`src/rtl/scrub_pkg.sv`:
```
package scrub_pkg;
  typedef enum logic [2:0] {
    ST_IDLE,
    ST_FILL,
    ST_READ,
    ST_CMP,
    ST_WB
  } scrub_state_t;
endpackage

```
`src/rtl/scrub_popcount.sv`:
```
module scrub_popcount #(
  parameter int W = 18,
  localparam int CW = $clog2(W + 1)
) (
  input  logic [W-1:0]  vec,
  output logic [CW-1:0] count
);
  always_comb begin
    count = '0;
    for (int i = 0; i < W; i++) begin
      count = count + CW'(vec[i]);
    end
  end
endmodule

```
`src/rtl/scrub_sat_acc.sv`:
```
module scrub_sat_acc #(
  parameter int CNT_W = 32,
  parameter int INC_W = 5
) (
  input  logic             clk,
  input  logic             rst_n,
  input  logic             en,
  input  logic [INC_W-1:0] inc,
  output logic [CNT_W-1:0] count
);
  localparam logic [CNT_W-1:0] TOP = '1;

  logic [CNT_W-1:0] cnt_q;
  logic [CNT_W-1:0] cnt_d;
  logic [CNT_W:0]   sum;

  always_comb begin
    sum   = {1'b0, cnt_q} + (CNT_W+1)'(inc);
    cnt_d = sum[CNT_W] ? TOP : sum[CNT_W-1:0];
  end

  always_ff @(posedge clk or negedge rst_n) begin
    if (!rst_n)  cnt_q <= '0;
    else if (en) cnt_q <= cnt_d;
  end

  assign count = cnt_q;

  // a total never moves backwards
  assert_no_decrease_R8: assert property (@(posedge clk) disable iff (!rst_n)
    en |=> (cnt_q >= $past(cnt_q)));
  // once at the top value it stays there
  assert_hold_top_R8: assert property (@(posedge clk) disable iff (!rst_n)
    (cnt_q == TOP) |=> (cnt_q == TOP));
  assert_idle_stable_R7: assert property (@(posedge clk) disable iff (!rst_n)
    !en |=> $stable(cnt_q));
endmodule

```
`src/rtl/scrub_seq.sv`:
```
module scrub_seq import scrub_pkg::*; #(
  parameter int DA = 1024,
  parameter int DB = 64,
  localparam int TOTAL = DA + DB,
  localparam int IW = $clog2(TOTAL)
) (
  input  logic          clk,
  input  logic          rst_n,
  input  logic          start,
  input  logic          mismatch,
  output logic          test_mode,
  output logic          rd_en,
  output logic          wr_en,
  output logic          cmp_valid,
  output logic          in_b,
  output logic          pass_done,
  output logic [IW-1:0] idx
);
  scrub_state_t state_q, state_d;
  logic [IW-1:0] idx_q, idx_d;
  logic          idx_en;
  logic          last;
  logic [IW-1:0] idx_adv;

  assign last    = (idx_q == IW'(TOTAL - 1));
  assign idx_adv = last ? '0 : idx_q + 1'b1;

  always_comb begin
    state_d = state_q;
    idx_d   = idx_q;
    idx_en  = 1'b0;
    unique case (state_q)
      ST_IDLE: if (start) begin
        state_d = ST_FILL;
        idx_d   = '0;
        idx_en  = 1'b1;
      end
      ST_FILL: begin
        idx_d  = idx_adv;
        idx_en = 1'b1;
        if (last) state_d = ST_READ;
      end
      ST_READ: state_d = ST_CMP;
      ST_CMP: if (mismatch) begin
        state_d = ST_WB;
      end else begin
        state_d = ST_READ;
        idx_d   = idx_adv;
        idx_en  = 1'b1;
      end
      ST_WB: begin
        state_d = ST_READ;
        idx_d   = idx_adv;
        idx_en  = 1'b1;
      end
      default: state_d = ST_IDLE;
    endcase
  end

  always_ff @(posedge clk or negedge rst_n) begin
    if (!rst_n) state_q <= ST_IDLE;
    else        state_q <= state_d;
  end

  always_ff @(posedge clk or negedge rst_n) begin
    if (!rst_n)      idx_q <= '0;
    else if (idx_en) idx_q <= idx_d;
  end

  assign test_mode = (state_q == ST_READ) || (state_q == ST_CMP) || (state_q == ST_WB);
  assign rd_en     = (state_q == ST_READ);
  assign wr_en     = (state_q == ST_FILL) || (state_q == ST_WB);
  assign cmp_valid = (state_q == ST_CMP);
  assign in_b      = (idx_q >= IW'(DA));
  assign pass_done = last && (((state_q == ST_CMP) && !mismatch) || (state_q == ST_WB));
  assign idx       = idx_q;

  // test mode is never left without reset
  assert_mode_sticky_R3: assert property (@(posedge clk) disable iff (!rst_n)
    test_mode |=> test_mode);
  // a compare always follows a read
  assert_read_then_cmp_R4: assert property (@(posedge clk) disable iff (!rst_n)
    rd_en |=> cmp_valid && $stable(idx_q));
endmodule

```
`src/rtl/sram_scrub_top.sv`:
```
module sram_scrub_top import scrub_pkg::*; #(
  parameter int         WORD_W    = 18,
  parameter logic [7:0] FILL_BYTE = 8'h0f,
  parameter int         LA_DEPTH  = 1024,
  parameter int         SB_DEPTH  = 64,
  parameter int         CNT_W     = 32
) (
  input  logic                        clk,
  input  logic                        rst_n,
  input  logic                        start,
  output logic                        test_mode,
  output logic [$clog2(LA_DEPTH)-1:0] la_addr,
  output logic                        la_re,
  output logic                        la_we,
  output logic [WORD_W-1:0]           la_wdata,
  input  logic [WORD_W-1:0]           la_rdata,
  output logic [$clog2(SB_DEPTH)-1:0] sb_addr,
  output logic                        sb_re,
  output logic                        sb_we,
  output logic [WORD_W-1:0]           sb_wdata,
  input  logic [WORD_W-1:0]           sb_rdata,
  output logic [CNT_W-1:0]            la_bit_errs,
  output logic [CNT_W-1:0]            la_word_errs,
  output logic [CNT_W-1:0]            sb_bit_errs,
  output logic [CNT_W-1:0]            sb_word_errs,
  output logic [CNT_W-1:0]            pass_count
);
  localparam int TOTAL = LA_DEPTH + SB_DEPTH;
  localparam int IW    = $clog2(TOTAL);
  localparam int LA_AW = $clog2(LA_DEPTH);
  localparam int SB_AW = $clog2(SB_DEPTH);
  localparam int PC_W  = $clog2(WORD_W + 1);
  localparam logic [WORD_W-1:0] PATTERN = WORD_W'(FILL_BYTE);

  logic          rd_en, wr_en, cmp_valid, in_b, pass_done, mismatch;
  logic [IW-1:0] idx;
  logic [WORD_W-1:0] rd_word, diff;
  logic [PC_W-1:0]   flips;

  scrub_seq #(.DA(LA_DEPTH), .DB(SB_DEPTH)) u_seq (
    .clk(clk), .rst_n(rst_n), .start(start), .mismatch(mismatch),
    .test_mode(test_mode), .rd_en(rd_en), .wr_en(wr_en),
    .cmp_valid(cmp_valid), .in_b(in_b), .pass_done(pass_done), .idx(idx)
  );

  assign la_addr  = idx[LA_AW-1:0];
  assign sb_addr  = SB_AW'(idx - IW'(LA_DEPTH));
  assign la_re    = rd_en & ~in_b;
  assign sb_re    = rd_en &  in_b;
  assign la_we    = wr_en & ~in_b;
  assign sb_we    = wr_en &  in_b;
  assign la_wdata = PATTERN;
  assign sb_wdata = PATTERN;

  assign rd_word  = in_b ? sb_rdata : la_rdata;
  assign diff     = rd_word ^ PATTERN;
  assign mismatch = cmp_valid && (diff != '0);

  scrub_popcount #(.W(WORD_W)) u_pop (.vec(diff), .count(flips));

  logic [3:0] grp_en;
  assign grp_en[0] = mismatch & ~in_b;
  assign grp_en[1] = mismatch & ~in_b;
  assign grp_en[2] = mismatch &  in_b;
  assign grp_en[3] = mismatch &  in_b;

  logic [CNT_W-1:0] totals [4];

  for (genvar g = 0; g < 4; g++) begin : g_tot
    scrub_sat_acc #(.CNT_W(CNT_W), .INC_W(PC_W)) u_acc (
      .clk(clk), .rst_n(rst_n), .en(grp_en[g]),
      .inc((g % 2 == 0) ? flips : PC_W'(1)),
      .count(totals[g])
    );
  end

  scrub_sat_acc #(.CNT_W(CNT_W), .INC_W(1)) u_pass (
    .clk(clk), .rst_n(rst_n), .en(pass_done), .inc(1'b1), .count(pass_count)
  );

  assign la_bit_errs  = totals[0];
  assign la_word_errs = totals[1];
  assign sb_bit_errs  = totals[2];
  assign sb_word_errs = totals[3];

  // write-back to the same word right after a failed compare
  assert_wb_follows_R6: assert property (@(posedge clk) disable iff (!rst_n)
    mismatch |=> ($past(in_b) ? (sb_we && sb_addr == $past(sb_addr))
                              : (la_we && la_addr == $past(la_addr))));
  // a clean compare is not followed by a write
  assert_clean_no_write_R10: assert property (@(posedge clk) disable iff (!rst_n)
    (cmp_valid && !mismatch) |=> !(la_we || sb_we));
  // a port never reads and writes in one cycle, one group at a time
  assert_port_excl_R4: assert property (@(posedge clk) disable iff (!rst_n)
    $onehot0({la_re, la_we, sb_re, sb_we}));
  // nothing touches memory outside fill and test mode
  assert_quiet_idle_R1: assert property (@(posedge clk) disable iff (!rst_n)
    (!test_mode && !$past(start) && !la_we && !sb_we) |=> !(la_re || sb_re) || test_mode);
endmodule

```
`config.mk`:
```
export PLATFORM = sky130hd
export DESIGN_NAME = sram_scrub_top
export DESIGN_NICKNAME = d
export VERILOG_FILES = /design/src/rtl/scrub_pkg.sv /design/src/rtl/scrub_popcount.sv /design/src/rtl/scrub_sat_acc.sv /design/src/rtl/scrub_seq.sv /design/src/rtl/sram_scrub_top.sv
export SDC_FILE = /design/constraint.sdc
export NUM_CORES = 1
export LEC_CHECK = 0
export ABC_AREA = 1
export CORE_MARGIN = 2
export CORE_UTILIZATION = 58
export CTS_BUF_LIST = sky130_fd_sc_hd__clkbuf_2 sky130_fd_sc_hd__clkbuf_4 sky130_fd_sc_hd__clkbuf_8
export CTS_CLUSTER_SIZE = 12
export DETAILED_ROUTE_END_ITERATION = 7
export PLACE_DENSITY = 0.88
export SYNTH_ARGS = -nofsm -noshare
export SYNTH_HDL_FRONTEND = slang
export SYNTH_HIERARCHICAL = 1
export SYNTH_SLANG_ARGS = --single-unit
```
`constraint.sdc`:
```
create_clock -name clk -period 14.4 [get_ports clk]
set_input_delay 2.88 -clock clk [delete_from_list [all_inputs] [get_ports clk]]
set_output_delay 2.88 -clock clk [all_outputs]
set_load 0.05 [all_outputs]
```
==> flow_results.xml, run 1 <==
<?xml version="1.0" encoding="UTF-8"?>
<metrics>
  <group name="power_and_ir_drop">
    <metric name="total_leakage_power" unit="uW">0.00770</metric>
    <metric name="max-vdd-ir-drop" unit="mV">0.0672</metric>
    <metric name="fin_total_pwr" unit="uW">1130</metric>
    <metric name="power_density" unit="nW/um2">72.8</metric>
  </group>
  <group name="critical_path">
    <metric name="buffers_inverters_on_critical_path" unit="">6</metric>
    <metric name="critical_path.most_common_cell" unit="">sky130_fd_sc_hd__fa_1</metric>
    <metric name="worst_ep_arrival_time" unit="ns">8.26</metric>
    <metric name="crit_chain" unit="">clkdlybuf4s50_1 &gt; nand2_1 &gt; nand2_2 &gt; inv_1 &gt; fa_1 &gt; fa_1 &gt; fa_1 &gt; fa_1 &gt; fa_1 &gt; inv_1 &gt; ha_1 &gt; inv_1 &gt; fa_1 &gt; o21ai_1 &gt; ha_1 &gt; a21oi_1 &gt; inv_1 &gt; nand2_1 &gt; nand2_1 &gt; nand3_1 &gt; inv_1 &gt; nand3_1 &gt; nand3_2</metric>
    <metric name="reg_to_reg_setup_timing_slack" unit="ns">8.47</metric>
    <metric name="startpoint_type" unit="">primary input</metric>
    <metric name="crit_type" unit="">in -&gt; reg</metric>
    <metric name="cp_max_stage_delay" unit="ns">0.57</metric>
    <metric name="crit_path_top_delay_cell" unit="">sky130_fd_sc_hd__fa_1</metric>
    <metric name="critical_path.reg2reg.endpoint" unit="">g_tot[2].u_acc/count[27]</metric>
    <metric name="timing.critical_path.max_delay_family" unit="">adder cells</metric>
    <metric name="setup.worst_path.end_class" unit="">flop</metric>
    <metric name="crit-reg2reg-launch" unit="">u_seq/idx[10]</metric>
    <metric name="critical_path_required" unit="ns">14.73</metric>
    <metric name="worst_r2r_path_depth" unit="">25</metric>
    <metric name="critPathMaxFanout" unit="">8</metric>
  </group>
  <group name="synthesis">
    <metric name="synth-warning-count" unit="">6</metric>
    <metric name="post_syn_area" unit="um2">12900</metric>
    <metric name="largest_area_contributor_in_the_synthesized_netlist" unit="">sky130_fd_sc_hd__dfrtp_1</metric>
    <metric name="proportion_of_netlist_area_held_by_the_largest_area_contributor" unit="">0.336</metric>
    <metric name="netlist_top_cells_area" unit="">sky130_fd_sc_hd__dfrtp_1, sky130_fd_sc_hd__nand2_1, sky130_fd_sc_hd__nand3_1, sky130_fd_sc_hd__inv_1, sky130_fd_sc_hd__nor2_1</metric>
    <metric name="yosysUniqueCellTypes" unit="">42</metric>
    <metric name="synth_sequential_area_ratio" unit="">0.336</metric>
    <metric name="syn-mean-instance-area" unit="um2">7.07</metric>
    <metric name="yosys_register_bits" unit="">174</metric>
    <metric name="synth-edff-count" unit="">0</metric>
    <metric name="synthArstFlopShare" unit="">1.00</metric>
    <metric name="syn-instance-count" unit="">1831</metric>
    <metric name="ys.flop_type" unit="">sky130_fd_sc_hd__dfrtp_1</metric>
  </group>
  <group name="grt">
    <metric name="groute.usage.overall" unit="">0.303</metric>
    <metric name="globalRouteOverflowTotal" unit="">0</metric>
    <metric name="antenna_found_initial" unit="">0</metric>
    <metric name="largest_net_degree_at_the_start_of_global_routing" unit="">103</metric>
    <metric name="first_global_vias" unit="">12510</metric>
    <metric name="first_pass_grt_wire_length" unit="mm">59.5</metric>
  </group>
  <group name="status">
    <metric name="status" unit="">finished, final reports clean</metric>
  </group>
  <group name="timing">
    <metric name="finalMaxSlewViolations" unit="">0</metric>
    <metric name="setup_ws" unit="ns">6.47</metric>
    <metric name="finalWorstPathRequiredPeriod" unit="ns">7.93</metric>
    <metric name="fin_skew" unit="ns">0.0142</metric>
    <metric name="fin_tns_setup" unit="ns">0</metric>
    <metric name="max_slew_margin_vs_limit" unit="">0.340</metric>
    <metric name="max_clock_freq" unit="MHz">126</metric>
    <metric name="final_hold_viol_count" unit="">0</metric>
    <metric name="slew_at_the_pin_closest_to_its_max_slew_limit" unit="ns">0.991</metric>
    <metric name="timing.final.crit_share" unit="">0.551</metric>
    <metric name="final_setup_violation_count" unit="">0</metric>
    <metric name="rsz0062_at_grt" unit="">false</metric>
  </group>
  <group name="final_layout">
    <metric name="antennaDiodeCount" unit="">0</metric>
    <metric name="final_cell_count_without_fillers" unit="">2344</metric>
    <metric name="mostFrequentLayoutCells" unit="">sky130_fd_sc_hd__nand2_1, sky130_fd_sc_hd__inv_1, sky130_fd_sc_hd__nand3_1, sky130_fd_sc_hd__clkdlybuf4s50_1, sky130_fd_sc_hd__dfrtp_1</metric>
    <metric name="cell_area_after_layout" unit="um2">15600</metric>
    <metric name="nNetsFinal" unit="">2138</metric>
    <metric name="areaGrowthSynthToFinish" unit="%">20.5</metric>
    <metric name="layout.cells.most_common" unit="">sky130_fd_sc_hd__nand2_1</metric>
    <metric name="fraction_of_final_layout_cells_with_drive_strength_greater_than_1" unit="">0.0814</metric>
  </group>
  <group name="clock_network">
    <metric name="max-clock-path-buffers" unit="">2</metric>
    <metric name="postCtsHoldBufs" unit="">0</metric>
    <metric name="cts.repair.resized" unit="">0</metric>
    <metric name="cts_inserted_buffers" unit="">17</metric>
    <metric name="cts.root.buffer_cell" unit="">sky130_fd_sc_hd__clkbuf_8</metric>
    <metric name="later_pin_clock_latency_in_the_skew_report" unit="ns">0.47</metric>
    <metric name="clock-sinks" unit="">174</metric>
    <metric name="tritoncts" unit="">yes</metric>
    <metric name="clock_tree.htree_level_count" unit="">4</metric>
    <metric name="post-cts-setup-buffers" unit="">0</metric>
    <metric name="path_clk_slew" unit="ns">0.09</metric>
  </group>
  <group name="drt">
    <metric name="ant_nets" unit="">0</metric>
    <metric name="detailroute.via_count" unit="">12978</metric>
    <metric name="drt_pre_antenna_iters" unit="">6</metric>
    <metric name="wirelength" unit="mm">35.6</metric>
    <metric name="detail_route.drc_violations" unit="">0</metric>
    <metric name="detail_route.iter0.violations" unit="">998</metric>
    <metric name="wl_per_cell" unit="um">15.2</metric>
    <metric name="via_per_inst" unit="">5.54</metric>
  </group>
  <group name="floorplan">
    <metric name="die_w" unit="um">153</metric>
    <metric name="initial_utilization" unit="">0.591</metric>
    <metric name="core_area" unit="um2">21900</metric>
    <metric name="die_extent_in_y" unit="um">153</metric>
    <metric name="fp.dieArea" unit="um2">23500</metric>
    <metric name="io_pins" unit="">256</metric>
    <metric name="fp-row-count" unit="">54</metric>
  </group>
  <group name="placement">
    <metric name="worst_slack_placed" unit="ns">6.00</metric>
    <metric name="portBuffers" unit="">219</metric>
    <metric name="placedInstanceArea" unit="um2">15200</metric>
    <metric name="place_hpwl" unit="mm">26.7</metric>
    <metric name="gp_congestion" unit="">0.926</metric>
    <metric name="cell_total_after_placement" unit="">2312</metric>
  </group>
  <group name="hold_path">
    <metric name="hold_path_class" unit="">reg -&gt; reg</metric>
    <metric name="cell_depth_of_the_worst_hold_path" unit="">2</metric>
    <metric name="hp-start" unit="">u_pass/count[31]</metric>
    <metric name="worst_hold_path_endpoint" unit="">u_pass/count[31]</metric>
  </group>
  <group name="job">
    <metric name="drv.max_cap_violation_count" unit="">0</metric>
  </group>
</metrics>
kinds of logic (layout without fill, tap and decap cells):
logic type	Yosys count	count (layout)	share of synthesized area
simple gates	1155	1155	0.431
buf+inv	346	531	0.122
flops	174	174	0.336
compound gates	80	80	0.0361
fa+ha+maj	48	48	0.0557
xor+xnor	26	26	0.0176
other cells	2	50	0.000580
synth_stat cells, types with 2 or more instances:
cell,n
sky130_fd_sc_hd__a21oi_1,17
sky130_fd_sc_hd__a21oi_4,4
sky130_fd_sc_hd__and2_1,4
sky130_fd_sc_hd__buf_1,2
sky130_fd_sc_hd__buf_2,8
sky130_fd_sc_hd__buf_4,44
sky130_fd_sc_hd__buf_6,13
sky130_fd_sc_hd__clkbuf_1,2
sky130_fd_sc_hd__conb_1,2
sky130_fd_sc_hd__dfrtp_1,174
sky130_fd_sc_hd__fa_1,16
sky130_fd_sc_hd__ha_1,32
sky130_fd_sc_hd__inv_1,270
sky130_fd_sc_hd__inv_2,5
sky130_fd_sc_hd__nand2_1,512
sky130_fd_sc_hd__nand2_2,23
sky130_fd_sc_hd__nand3_1,227
sky130_fd_sc_hd__nand3_2,53
sky130_fd_sc_hd__nand3_4,5
sky130_fd_sc_hd__nand3b_1,21
sky130_fd_sc_hd__nand4_1,75
sky130_fd_sc_hd__nor2_1,173
sky130_fd_sc_hd__nor2_2,9
sky130_fd_sc_hd__nor2_4,11
sky130_fd_sc_hd__nor3_1,15
sky130_fd_sc_hd__nor3_4,3
sky130_fd_sc_hd__nor4_1,3
sky130_fd_sc_hd__o21ai_0,42
sky130_fd_sc_hd__o21ai_1,11
sky130_fd_sc_hd__o21bai_1,2
sky130_fd_sc_hd__or2_1,7
sky130_fd_sc_hd__or2_2,12
sky130_fd_sc_hd__xnor2_1,2
sky130_fd_sc_hd__xor2_1,24
metrics by stage:
stage,util,hold slack (ns)
after floorplan,-,0.509
final,0.712,0.516
after CTS,0.712,0.524
after global placement,0.693,0.500
after global routing,0.712,0.551
after detailed placement,0.693,0.501
worst reg2reg max path, cell delays in order (launching register included):
cell and delay (ns):
sky130_fd_sc_hd__dfrtp_1 0.34, sky130_fd_sc_hd__buf_4 0.32, sky130_fd_sc_hd__inv_4 0.17, sky130_fd_sc_hd__nand2_1 0.09
sky130_fd_sc_hd__nand2_1 0.06, sky130_fd_sc_hd__inv_1 0.05, sky130_fd_sc_hd__inv_1 0.05, sky130_fd_sc_hd__fa_1 0.57
sky130_fd_sc_hd__fa_1 0.46, sky130_fd_sc_hd__fa_1 0.49, sky130_fd_sc_hd__fa_1 0.51, sky130_fd_sc_hd__fa_1 0.40
sky130_fd_sc_hd__inv_1 0.07, sky130_fd_sc_hd__ha_1 0.17, sky130_fd_sc_hd__inv_1 0.06, sky130_fd_sc_hd__fa_1 0.40
sky130_fd_sc_hd__o21ai_1 0.25, sky130_fd_sc_hd__ha_1 0.33, sky130_fd_sc_hd__a21oi_1 0.22, sky130_fd_sc_hd__inv_1 0.06
sky130_fd_sc_hd__nand2_1 0.06, sky130_fd_sc_hd__nand2_1 0.23, sky130_fd_sc_hd__nand3_1 0.20, sky130_fd_sc_hd__inv_1 0.09
sky130_fd_sc_hd__nand3_1 0.09, sky130_fd_sc_hd__nand3_2 0.07
how the worst max path moves through the flow:
| stage | slack [ns] | cells past startpoint | to | startpoint |
|---|---|---|---|---|
| finish | 6.47 | 23 | g_tot[2].u_acc/count[27] | sb_rdata[5] |
| global route | 6.18 | 24 | g_tot[2].u_acc/count[27] | sb_rdata[1] |
| CTS | 6.49 | 24 | g_tot[2].u_acc/count[27] | sb_rdata[1] |
| detailed placement | 6.00 | 23 | g_tot[2].u_acc/count[27] | sb_rdata[5] |
| global placement | 6.15 | 25 | g_tot[2].u_acc/count[13] | sb_rdata[1] |
| floorplan | 6.90 | 24 | g_tot[2].u_acc/count[13] | sb_rdata[0] |
power by group:
group,total (uW),internal [uW],switching (uW)
clock,377,178,199
sequential,489,488,0.218
combinational,269,90.4,178
registers in the layout, indices dropped and copies added (netlist names):
name / count
u_seq/state_q: 3
u_pass/count: 32
g_tot.u_acc/count: 128
u_seq/idx: 11
per-layer routing:
metal / track usage / routed length, um / vias to the layer above
met3: 0.0445 / 2600 / 74
li1: - / - / 6195
met2: 0.516 / 17500 / 578
met1: 0.396 / 14600 / 6131
met5: 0 / 0 / -
met4: 0.107 / 883 / 0
layout make-up:
type                    instances  area (um2)
clock buffers                  18         241
clock inverters                14         184
fillers                      1796        6300
flip-flops and latches        174        4350
repair buffers                223        2220
well taps                     280         350
multi-input cells            1359        7200
inverters                     276        1040
Power figures use the tool's default switching activity.
==> run 2, diff against run 1 <==
--- a/config.mk
+++ b/config.mk
@@ -7,11 +7,11 @@
 export LEC_CHECK = 0
 export ABC_AREA = 1
 export CORE_MARGIN = 2
-export CORE_UTILIZATION = 58
+export CORE_UTILIZATION = 54
 export CTS_BUF_LIST = sky130_fd_sc_hd__clkbuf_2 sky130_fd_sc_hd__clkbuf_4 sky130_fd_sc_hd__clkbuf_8
 export CTS_CLUSTER_SIZE = 12
 export DETAILED_ROUTE_END_ITERATION = 7
-export PLACE_DENSITY = 0.88
+export PLACE_DENSITY = 0.83
 export SYNTH_ARGS = -nofsm -noshare
 export SYNTH_HDL_FRONTEND = slang
 export SYNTH_HIERARCHICAL = 1
==> constraint.sdc (replaced) <==
create_clock -name clk -period 7.9 [get_ports clk]
set_input_delay 1.58 -clock clk [delete_from_list [all_inputs] [get_ports clk]]
set_output_delay 1.58 -clock clk [all_outputs]
set_load 0.05 [all_outputs]
==> flow_results.xml, run 2 (synthesis results as in run 1) <==
<?xml version="1.0" encoding="UTF-8"?>
<metrics>
  <group name="power_and_ir_drop">
    <metric name="switching_share" unit="">0.333</metric>
    <metric name="cellInternalPower" unit="uW">1350</metric>
    <metric name="p_clk_frac" unit="">0.317</metric>
    <metric name="combPwrFrac" unit="">0.243</metric>
    <metric name="power_density" unit="nW/um2">130</metric>
    <metric name="total_leakage_power" unit="uW">0.00768</metric>
    <metric name="net_switching_power" unit="uW">674</metric>
    <metric name="power.share.sequential" unit="">0.440</metric>
    <metric name="max-vdd-ir-drop" unit="mV">0.0992</metric>
  </group>
  <group name="grt">
    <metric name="first_global_vias" unit="">12278</metric>
    <metric name="groute.usage.overall" unit="">0.282</metric>
    <metric name="largest_net_degree_at_the_start_of_global_routing" unit="">69</metric>
    <metric name="antenna_found_initial" unit="">0</metric>
    <metric name="globalRouteOverflowTotal" unit="">0</metric>
    <metric name="first_pass_grt_wire_length" unit="mm">59.3</metric>
  </group>
  <group name="clock_network">
    <metric name="max-clock-path-buffers" unit="">2</metric>
    <metric name="postCtsHoldBufs" unit="">0</metric>
    <metric name="later_pin_clock_latency_in_the_skew_report" unit="ns">0.47</metric>
    <metric name="cts.repair.resized" unit="">0</metric>
    <metric name="tritoncts" unit="">yes</metric>
    <metric name="cts.root.buffer_cell" unit="">sky130_fd_sc_hd__clkbuf_8</metric>
    <metric name="post-cts-setup-buffers" unit="">0</metric>
    <metric name="cts_inserted_buffers" unit="">17</metric>
    <metric name="clock_tree.htree_level_count" unit="">4</metric>
    <metric name="path_clk_slew" unit="ns">0.09</metric>
    <metric name="clock-sinks" unit="">174</metric>
  </group>
  <group name="final_layout">
    <metric name="fillers" unit="">2024</metric>
    <metric name="largest_reg_flops" unit="">128</metric>
    <metric name="mostFrequentLayoutCells" unit="">sky130_fd_sc_hd__nand2_1, sky130_fd_sc_hd__inv_1, sky130_fd_sc_hd__nand3_1, sky130_fd_sc_hd__clkdlybuf4s50_1, sky130_fd_sc_hd__dfrtp_1</metric>
    <metric name="nNetsFinal" unit="">2138</metric>
    <metric name="areaGrowthSynthToFinish" unit="%">20.6</metric>
    <metric name="layout.cells.most_common" unit="">sky130_fd_sc_hd__nand2_1</metric>
    <metric name="final_cell_count_without_fillers" unit="">2382</metric>
    <metric name="antennaDiodeCount" unit="">0</metric>
    <metric name="multiInputGateArea" unit="um2">7200</metric>
    <metric name="regArea" unit="um2">4350</metric>
    <metric name="cell_area_after_layout" unit="um2">15600</metric>
    <metric name="fraction_of_final_layout_cells_with_drive_strength_greater_than_1" unit="">0.0810</metric>
  </group>
  <group name="job">
    <metric name="drv.max_cap_violation_count" unit="">0</metric>
  </group>
  <group name="timing">
    <metric name="fin_skew" unit="ns">0.0211</metric>
    <metric name="fin_tns_setup" unit="ns">0</metric>
    <metric name="rsz0062_at_grt" unit="">false</metric>
    <metric name="final_hold_viol_count" unit="">0</metric>
    <metric name="final_setup_violation_count" unit="">0</metric>
    <metric name="max_slew_margin_vs_limit" unit="">0.295</metric>
    <metric name="timing.final.crit_share" unit="">0.850</metric>
    <metric name="slew_at_the_pin_closest_to_its_max_slew_limit" unit="ns">1.06</metric>
    <metric name="hold_slack" unit="ns">0.488</metric>
    <metric name="finalWorstPathRequiredPeriod" unit="ns">6.71</metric>
    <metric name="setup_ws" unit="ns">1.19</metric>
    <metric name="finalMaxSlewViolations" unit="">0</metric>
    <metric name="max_clock_freq" unit="MHz">149</metric>
  </group>
  <group name="drt">
    <metric name="detailroute.via_count" unit="">12682</metric>
    <metric name="wirelength" unit="mm">35.6</metric>
    <metric name="wl_per_cell" unit="um">14.9</metric>
    <metric name="detail_route.iter0.violations" unit="">994</metric>
    <metric name="via_per_inst" unit="">5.32</metric>
    <metric name="detail_route.drc_violations" unit="">0</metric>
    <metric name="drt_pre_antenna_iters" unit="">5</metric>
    <metric name="ant_nets" unit="">0</metric>
  </group>
  <group name="critical_path">
    <metric name="critical_path.reg2reg.endpoint" unit="">g_tot[2].u_acc/count[13]</metric>
    <metric name="critical_path_required" unit="ns">8.23</metric>
    <metric name="crit_type" unit="">in -&gt; reg</metric>
    <metric name="worst_ep_arrival_time" unit="ns">7.04</metric>
    <metric name="startpoint_type" unit="">primary input</metric>
    <metric name="worst_r2r_path_depth" unit="">25</metric>
    <metric name="reg_to_reg_setup_timing_slack" unit="ns">1.34</metric>
    <metric name="setup.worst_path.end_class" unit="">flop</metric>
    <metric name="critPathMaxFanout" unit="">5</metric>
    <metric name="crit-reg2reg-launch" unit="">u_seq/idx[10]</metric>
  </group>
  <group name="floorplan">
    <metric name="fp-row-count" unit="">56</metric>
    <metric name="die_w" unit="um">159</metric>
    <metric name="io_pins" unit="">256</metric>
    <metric name="fp.dieArea" unit="um2">25200</metric>
    <metric name="core_area" unit="um2">23500</metric>
    <metric name="die_extent_in_y" unit="um">159</metric>
    <metric name="initial_utilization" unit="">0.551</metric>
  </group>
  <group name="placement">
    <metric name="portBuffers" unit="">219</metric>
    <metric name="cell_total_after_placement" unit="">2351</metric>
    <metric name="place_hpwl" unit="mm">27.0</metric>
    <metric name="gp_congestion" unit="">0.913</metric>
    <metric name="placedInstanceArea" unit="um2">15200</metric>
    <metric name="worst_slack_placed" unit="ns">0.781</metric>
  </group>
  <group name="status">
    <metric name="status" unit="">finished, final reports clean</metric>
  </group>
  <group name="hold_path">
    <metric name="hp-start" unit="">u_pass/count[31]</metric>
    <metric name="hold_path_class" unit="">reg -&gt; reg</metric>
    <metric name="cell_depth_of_the_worst_hold_path" unit="">2</metric>
    <metric name="worst_hold_path_endpoint" unit="">u_pass/count[31]</metric>
  </group>
</metrics>
==> run 2: cell types whose count changed in the layout (fill, tap and decap cells not counted) <==
cell / delta
sky130_fd_sc_hd__clkbuf_8: +1
sky130_fd_sc_hd__clkinv_4: -2
sky130_fd_sc_hd__bufinv_16: -1
sky130_fd_sc_hd__clkinvlp_4: +2
sky130_fd_sc_hd__inv_8: -2
sky130_fd_sc_hd__inv_6: +1
==> run 2: routing by layer <==
metal,share of wire,up-vias,track usage,routed length (um)
li1,-,6209,-,-
met1,0.43,5972,0.364,15200
met2,0.49,451,0.484,17400
met3,0.064,50,0.0509,2280
met4,0.019,0,0.0813,660
met5,0,-,0,0
==> run 2: metrics by stage <==
step           total power [uW]  utilization
3_5_place_dp               1390        0.648
4_1_cts                    2040        0.665
5_1_grt                    2130        0.665
2_1_floorplan              1280            -
3_3_place_gp               1360        0.648
6_report                   2020        0.665
==> run 2: final cells by class <==
type                            instances  area share
Clock inverter                         12     0.00882
Sequential cell                       174       0.279
Timing Repair Buffer                  223       0.142
Inverter                              276      0.0665
Multi-Input combinational cell       1359       0.461
Tap cell                              319      0.0256
Clock buffer                           19      0.0164
==> run 2: worst max-delay path by stage <==
| stage | slack [ns] | cells after the start | endpoint | from |
|---|---|---|---|---|
| 2_1_floorplan | 1.70 | 24 | g_tot[2].u_acc/count[13] | sb_rdata[0] |
| 3_3_place_gp | 0.93 | 25 | g_tot[0].u_acc/count[13] | sb_rdata[1] |
| 3_5_place_dp | 0.78 | 25 | g_tot[2].u_acc/count[13] | sb_rdata[0] |
| 4_1_cts | 1.25 | 25 | g_tot[2].u_acc/count[13] | sb_rdata[0] |
| 5_1_grt | 0.84 | 24 | g_tot[2].u_acc/count[19] | sb_rdata[1] |
| 6_report | 1.19 | 25 | g_tot[2].u_acc/count[13] | sb_rdata[0] |
==> run 2: worst max-delay path, stage by stage <==
cell and delay [ns]:
sky130_fd_sc_hd__clkdlybuf4s50_1 0.46, sky130_fd_sc_hd__nand2_1 0.05, sky130_fd_sc_hd__nand2_1 0.14, sky130_fd_sc_hd__inv_1 0.05
sky130_fd_sc_hd__inv_1 0.07, sky130_fd_sc_hd__fa_1 0.42, sky130_fd_sc_hd__fa_1 0.56, sky130_fd_sc_hd__fa_1 0.44
sky130_fd_sc_hd__fa_1 0.51, sky130_fd_sc_hd__fa_1 0.42, sky130_fd_sc_hd__inv_1 0.07, sky130_fd_sc_hd__ha_1 0.18
sky130_fd_sc_hd__inv_1 0.06, sky130_fd_sc_hd__fa_1 0.40, sky130_fd_sc_hd__xnor2_1 0.17, sky130_fd_sc_hd__ha_1 0.35
sky130_fd_sc_hd__inv_1 0.05, sky130_fd_sc_hd__nand2_1 0.13, sky130_fd_sc_hd__nand3_1 0.11, sky130_fd_sc_hd__nand2_1 0.15
sky130_fd_sc_hd__nand2_1 0.10, sky130_fd_sc_hd__nor2_1 0.33, sky130_fd_sc_hd__nand2_1 0.10, sky130_fd_sc_hd__nand2_1 0.09
sky130_fd_sc_hd__nand3_2 0.06
==> run 2: power by group through the flow <==
stage               clock (uW)  sequential [uW]  combinational [uW]
detailed placement           0              908                 485
global route               694              891                 545
CTS                        661              891                 487
floorplan                    0              909                 373
finish                     643              891                 492
global placement             0              908                 455
==> run 3, diff against run 2 <==
--- a/config.mk
+++ b/config.mk
@@ -7,11 +7,11 @@
 export LEC_CHECK = 0
 export ABC_AREA = 1
 export CORE_MARGIN = 2
-export CORE_UTILIZATION = 54
+export CORE_UTILIZATION = 49
 export CTS_BUF_LIST = sky130_fd_sc_hd__clkbuf_2 sky130_fd_sc_hd__clkbuf_4 sky130_fd_sc_hd__clkbuf_8
 export CTS_CLUSTER_SIZE = 12
 export DETAILED_ROUTE_END_ITERATION = 7
-export PLACE_DENSITY = 0.83
+export PLACE_DENSITY = 0.79
 export SYNTH_ARGS = -nofsm -noshare
 export SYNTH_HDL_FRONTEND = slang
 export SYNTH_HIERARCHICAL = 1
==> constraint.sdc (replaced) <==
create_clock -name clk -period 5.46 [get_ports clk]
set_input_delay 1.092 -clock clk [delete_from_list [all_inputs] [get_ports clk]]
set_output_delay 1.092 -clock clk [all_outputs]
set_load 0.05 [all_outputs]
==> flow_results.xml, run 3 (synthesis results as in run 1) <==
<?xml version="1.0" encoding="UTF-8"?>
<metrics>
  <group name="grt">
    <metric name="antenna_found_initial" unit="">0</metric>
    <metric name="groute.usage.overall" unit="">0.262</metric>
    <metric name="globalRouteOverflowTotal" unit="">0</metric>
    <metric name="first_global_vias" unit="">12395</metric>
    <metric name="first_pass_grt_wire_length" unit="mm">60.6</metric>
    <metric name="largest_net_degree_at_the_start_of_global_routing" unit="">130</metric>
  </group>
  <group name="drt">
    <metric name="wl_per_cell" unit="um">15.6</metric>
    <metric name="detail_route.drc_violations" unit="">0</metric>
    <metric name="drt_pre_antenna_iters" unit="">5</metric>
    <metric name="detailroute.via_count" unit="">13110</metric>
    <metric name="ant_nets" unit="">0</metric>
    <metric name="detail_route.iter0.violations" unit="">982</metric>
    <metric name="via_per_inst" unit="">5.36</metric>
    <metric name="wirelength" unit="mm">38.1</metric>
  </group>
  <group name="critical_path">
    <metric name="critical_path.reg2reg.endpoint" unit="">g_tot[0].u_acc/count[29]</metric>
    <metric name="crit-reg2reg-launch" unit="">u_seq/idx[10]</metric>
    <metric name="critical_path_required" unit="ns">5.86</metric>
    <metric name="critPathMaxFanout" unit="">6</metric>
    <metric name="endpoint" unit="">g_tot[0].u_acc/count[29]</metric>
    <metric name="worst_ep_arrival_time" unit="ns">5.94</metric>
    <metric name="startpoint_type" unit="">primary input</metric>
    <metric name="reg_to_reg_setup_timing_slack" unit="ns">0</metric>
    <metric name="worst_r2r_path_depth" unit="">23</metric>
    <metric name="critical_path.startpoint" unit="">la_rdata[15]</metric>
    <metric name="crit_type" unit="">in -&gt; reg</metric>
    <metric name="setup.worst_path.end_class" unit="">flop</metric>
  </group>
  <group name="placement">
    <metric name="place_hpwl" unit="mm">27.5</metric>
    <metric name="gp_congestion" unit="">0.940</metric>
    <metric name="portBuffers" unit="">219</metric>
  </group>
  <group name="clock_network">
    <metric name="cts_inserted_buffers" unit="">17</metric>
    <metric name="clock-sinks" unit="">174</metric>
    <metric name="max-clock-path-buffers" unit="">2</metric>
    <metric name="path_clk_slew" unit="ns">0.10</metric>
    <metric name="later_pin_clock_latency_in_the_skew_report" unit="ns">0.48</metric>
    <metric name="clock_tree.htree_level_count" unit="">4</metric>
    <metric name="cts.root.buffer_cell" unit="">sky130_fd_sc_hd__clkbuf_8</metric>
    <metric name="tritoncts" unit="">yes</metric>
  </group>
  <group name="power_and_ir_drop">
    <metric name="combPwrFrac" unit="">0.340</metric>
    <metric name="power_density" unit="nW/um2">203</metric>
    <metric name="total_leakage_power" unit="uW">0.00834</metric>
    <metric name="p_clk_frac" unit="">0.281</metric>
    <metric name="cellInternalPower" unit="uW">2180</metric>
    <metric name="net_switching_power" unit="uW">1220</metric>
    <metric name="max-vdd-ir-drop" unit="mV">0.185</metric>
    <metric name="power.share.sequential" unit="">0.379</metric>
    <metric name="switching_share" unit="">0.358</metric>
  </group>
  <group name="final_layout">
    <metric name="nNetsFinal" unit="">2186</metric>
    <metric name="fraction_of_final_layout_cells_with_drive_strength_greater_than_1" unit="">0.167</metric>
    <metric name="multiInputGateArea" unit="um2">7820</metric>
    <metric name="antennaDiodeCount" unit="">0</metric>
    <metric name="areaGrowthSynthToFinish" unit="%">29.4</metric>
    <metric name="largest_reg_flops" unit="">128</metric>
    <metric name="mostFrequentLayoutCells" unit="">sky130_fd_sc_hd__nand2_1, sky130_fd_sc_hd__inv_1, sky130_fd_sc_hd__clkdlybuf4s50_1, sky130_fd_sc_hd__nand3_1, sky130_fd_sc_hd__dfrtp_1</metric>
    <metric name="layout.cells.most_common" unit="">sky130_fd_sc_hd__nand2_1</metric>
    <metric name="fillers" unit="">2212</metric>
    <metric name="final_core_util" unit="">0.644</metric>
    <metric name="regArea" unit="um2">4360</metric>
  </group>
  <group name="timing">
    <metric name="fin_skew" unit="ns">0.0289</metric>
    <metric name="setup_ws" unit="ns">-0.0813</metric>
    <metric name="final_setup_violation_count" unit="">44</metric>
    <metric name="finalMaxSlewViolations" unit="">0</metric>
    <metric name="finalWorstPathRequiredPeriod" unit="ns">5.54</metric>
    <metric name="rsz0062_at_grt" unit="">true</metric>
    <metric name="slew_at_the_pin_closest_to_its_max_slew_limit" unit="ns">0.877</metric>
    <metric name="max_slew_margin_vs_limit" unit="">0.413</metric>
    <metric name="max_clock_freq" unit="MHz">180</metric>
    <metric name="final_hold_viol_count" unit="">0</metric>
    <metric name="hold_slack" unit="ns">0.523</metric>
    <metric name="timing.final.crit_share" unit="">1.01</metric>
  </group>
  <group name="floorplan">
    <metric name="io_pins" unit="">256</metric>
    <metric name="initial_utilization" unit="">0.498</metric>
    <metric name="fp.dieArea" unit="um2">27700</metric>
    <metric name="die_extent_in_y" unit="um">167</metric>
    <metric name="fp-row-count" unit="">59</metric>
    <metric name="core_area" unit="um2">26000</metric>
    <metric name="die_w" unit="um">167</metric>
  </group>
  <group name="hold_path">
    <metric name="hold_path_class" unit="">reg -&gt; reg</metric>
  </group>
  <group name="status">
    <metric name="violated_checks" unit="">setup timing</metric>
    <metric name="status" unit="">complete, but fails checks</metric>
  </group>
  <group name="job">
    <metric name="drv.max_cap_violation_count" unit="">0</metric>
  </group>
</metrics>
run 3: cell count changes in the layout (fill, tap and decap cells not counted), sizes merged:
cell	before	now
inv	279	286
clkdlybuf4s50	218	200
clkbuf	19	26
clkinvlp	2	1
buf	5	61
bufinv	2	1
clkinv	5	2
clkdlybuf4s15	0	2
run 3: how the worst min path moves through the flow:
stage,start,endpoint,slack (ns),cells after the start
after CTS,rst_n,g_tot[0].u_acc/count[8],0.52,1
after detailed placement,g_tot[1].u_acc/count[31],g_tot[1].u_acc/count[31],0.51,2
after global placement,g_tot[1].u_acc/count[31],g_tot[1].u_acc/count[31],0.50,2
after floorplan,u_seq/idx[10],u_seq/idx[10],0.51,2
after global routing,rst_n,g_tot[0].u_acc/count[6],0.52,1
final,u_pass/count[31],u_pass/count[31],0.52,2
run 3: power groups by stage:
stage | clock, uW | combinational [uW] | sequential [uW]
4_1_cts | 985 | 904 | 1290
6_report | 956 | 1150 | 1290
3_3_place_gp | 0 | 791 | 1310
2_1_floorplan | 0 | 578 | 1320
5_1_grt | 1040 | 1270 | 1290
3_5_place_dp | 0 | 833 | 1310
run 3: what timing repair did:
action,in CTS,in global routing
resized for setup,83,106
setup buffers,6,10
hold buffers,0,0
pin swaps,33,44
endpoints found under the setup margin,64,64
gates cloned,0,3
run 3: metal layers:
| metal | vias to the layer above | GRT usage | routed length, um |
|---|---|---|---|
| met5 | - | 0 | 0 |
| met4 | 0 | 0.0802 | 895 |
| met3 | 72 | 0.0580 | 2610 |
| met2 | 508 | 0.444 | 18600 |
| met1 | 6221 | 0.335 | 15900 |
| li1 | 6309 | - | - |
run 3: cell type report:
cell class | count | area share
multi-input combinational | 1359 | 0.467
sequential | 174 | 0.260
timing repair buffer | 271 | 0.161
inverter | 276 | 0.0626
tap | 335 | 0.0250
clock buffer | 18 | 0.0148
clock inverter | 14 | 0.00986
run 3: critical path, cell delays in order:
cell and delay [ns]:
sky130_fd_sc_hd__clkdlybuf4s15_1 0.17, sky130_fd_sc_hd__nand2_1 0.06, sky130_fd_sc_hd__nand2_2 0.08, sky130_fd_sc_hd__inv_2 0.04, sky130_fd_sc_hd__fa_1 0.46, sky130_fd_sc_hd__fa_1 0.55
sky130_fd_sc_hd__fa_1 0.44, sky130_fd_sc_hd__fa_1 0.54, sky130_fd_sc_hd__fa_1 0.43, sky130_fd_sc_hd__inv_2 0.08, sky130_fd_sc_hd__ha_4 0.13, sky130_fd_sc_hd__inv_2 0.04
sky130_fd_sc_hd__fa_2 0.40, sky130_fd_sc_hd__xnor2_4 0.18, sky130_fd_sc_hd__ha_4 0.28, sky130_fd_sc_hd__nand2_1 0.06, sky130_fd_sc_hd__nand2_2 0.12, sky130_fd_sc_hd__nand3_4 0.11
sky130_fd_sc_hd__a21oi_4 0.22, sky130_fd_sc_hd__nand3_4 0.18, sky130_fd_sc_hd__buf_12 0.21, sky130_fd_sc_hd__nand3_2 0.06
run 3: metrics by stage:
step	setup TNS (ns)	instance area (um2)	cells	power (uW)	worst slack, ns
4_1_cts	-1.01	16200	2435	3180	-0.0602
2_1_floorplan	-6.33	13300	1879	1890	-0.135
6_report	-1.78	16700	2447	3400	-0.0813
3_5_place_dp	-66.54	15700	2397	2150	-1.12
5_1_grt	-11.32	16700	2447	3610	-0.224
3_3_place_gp	-57.84	15700	2397	2110	-0.956
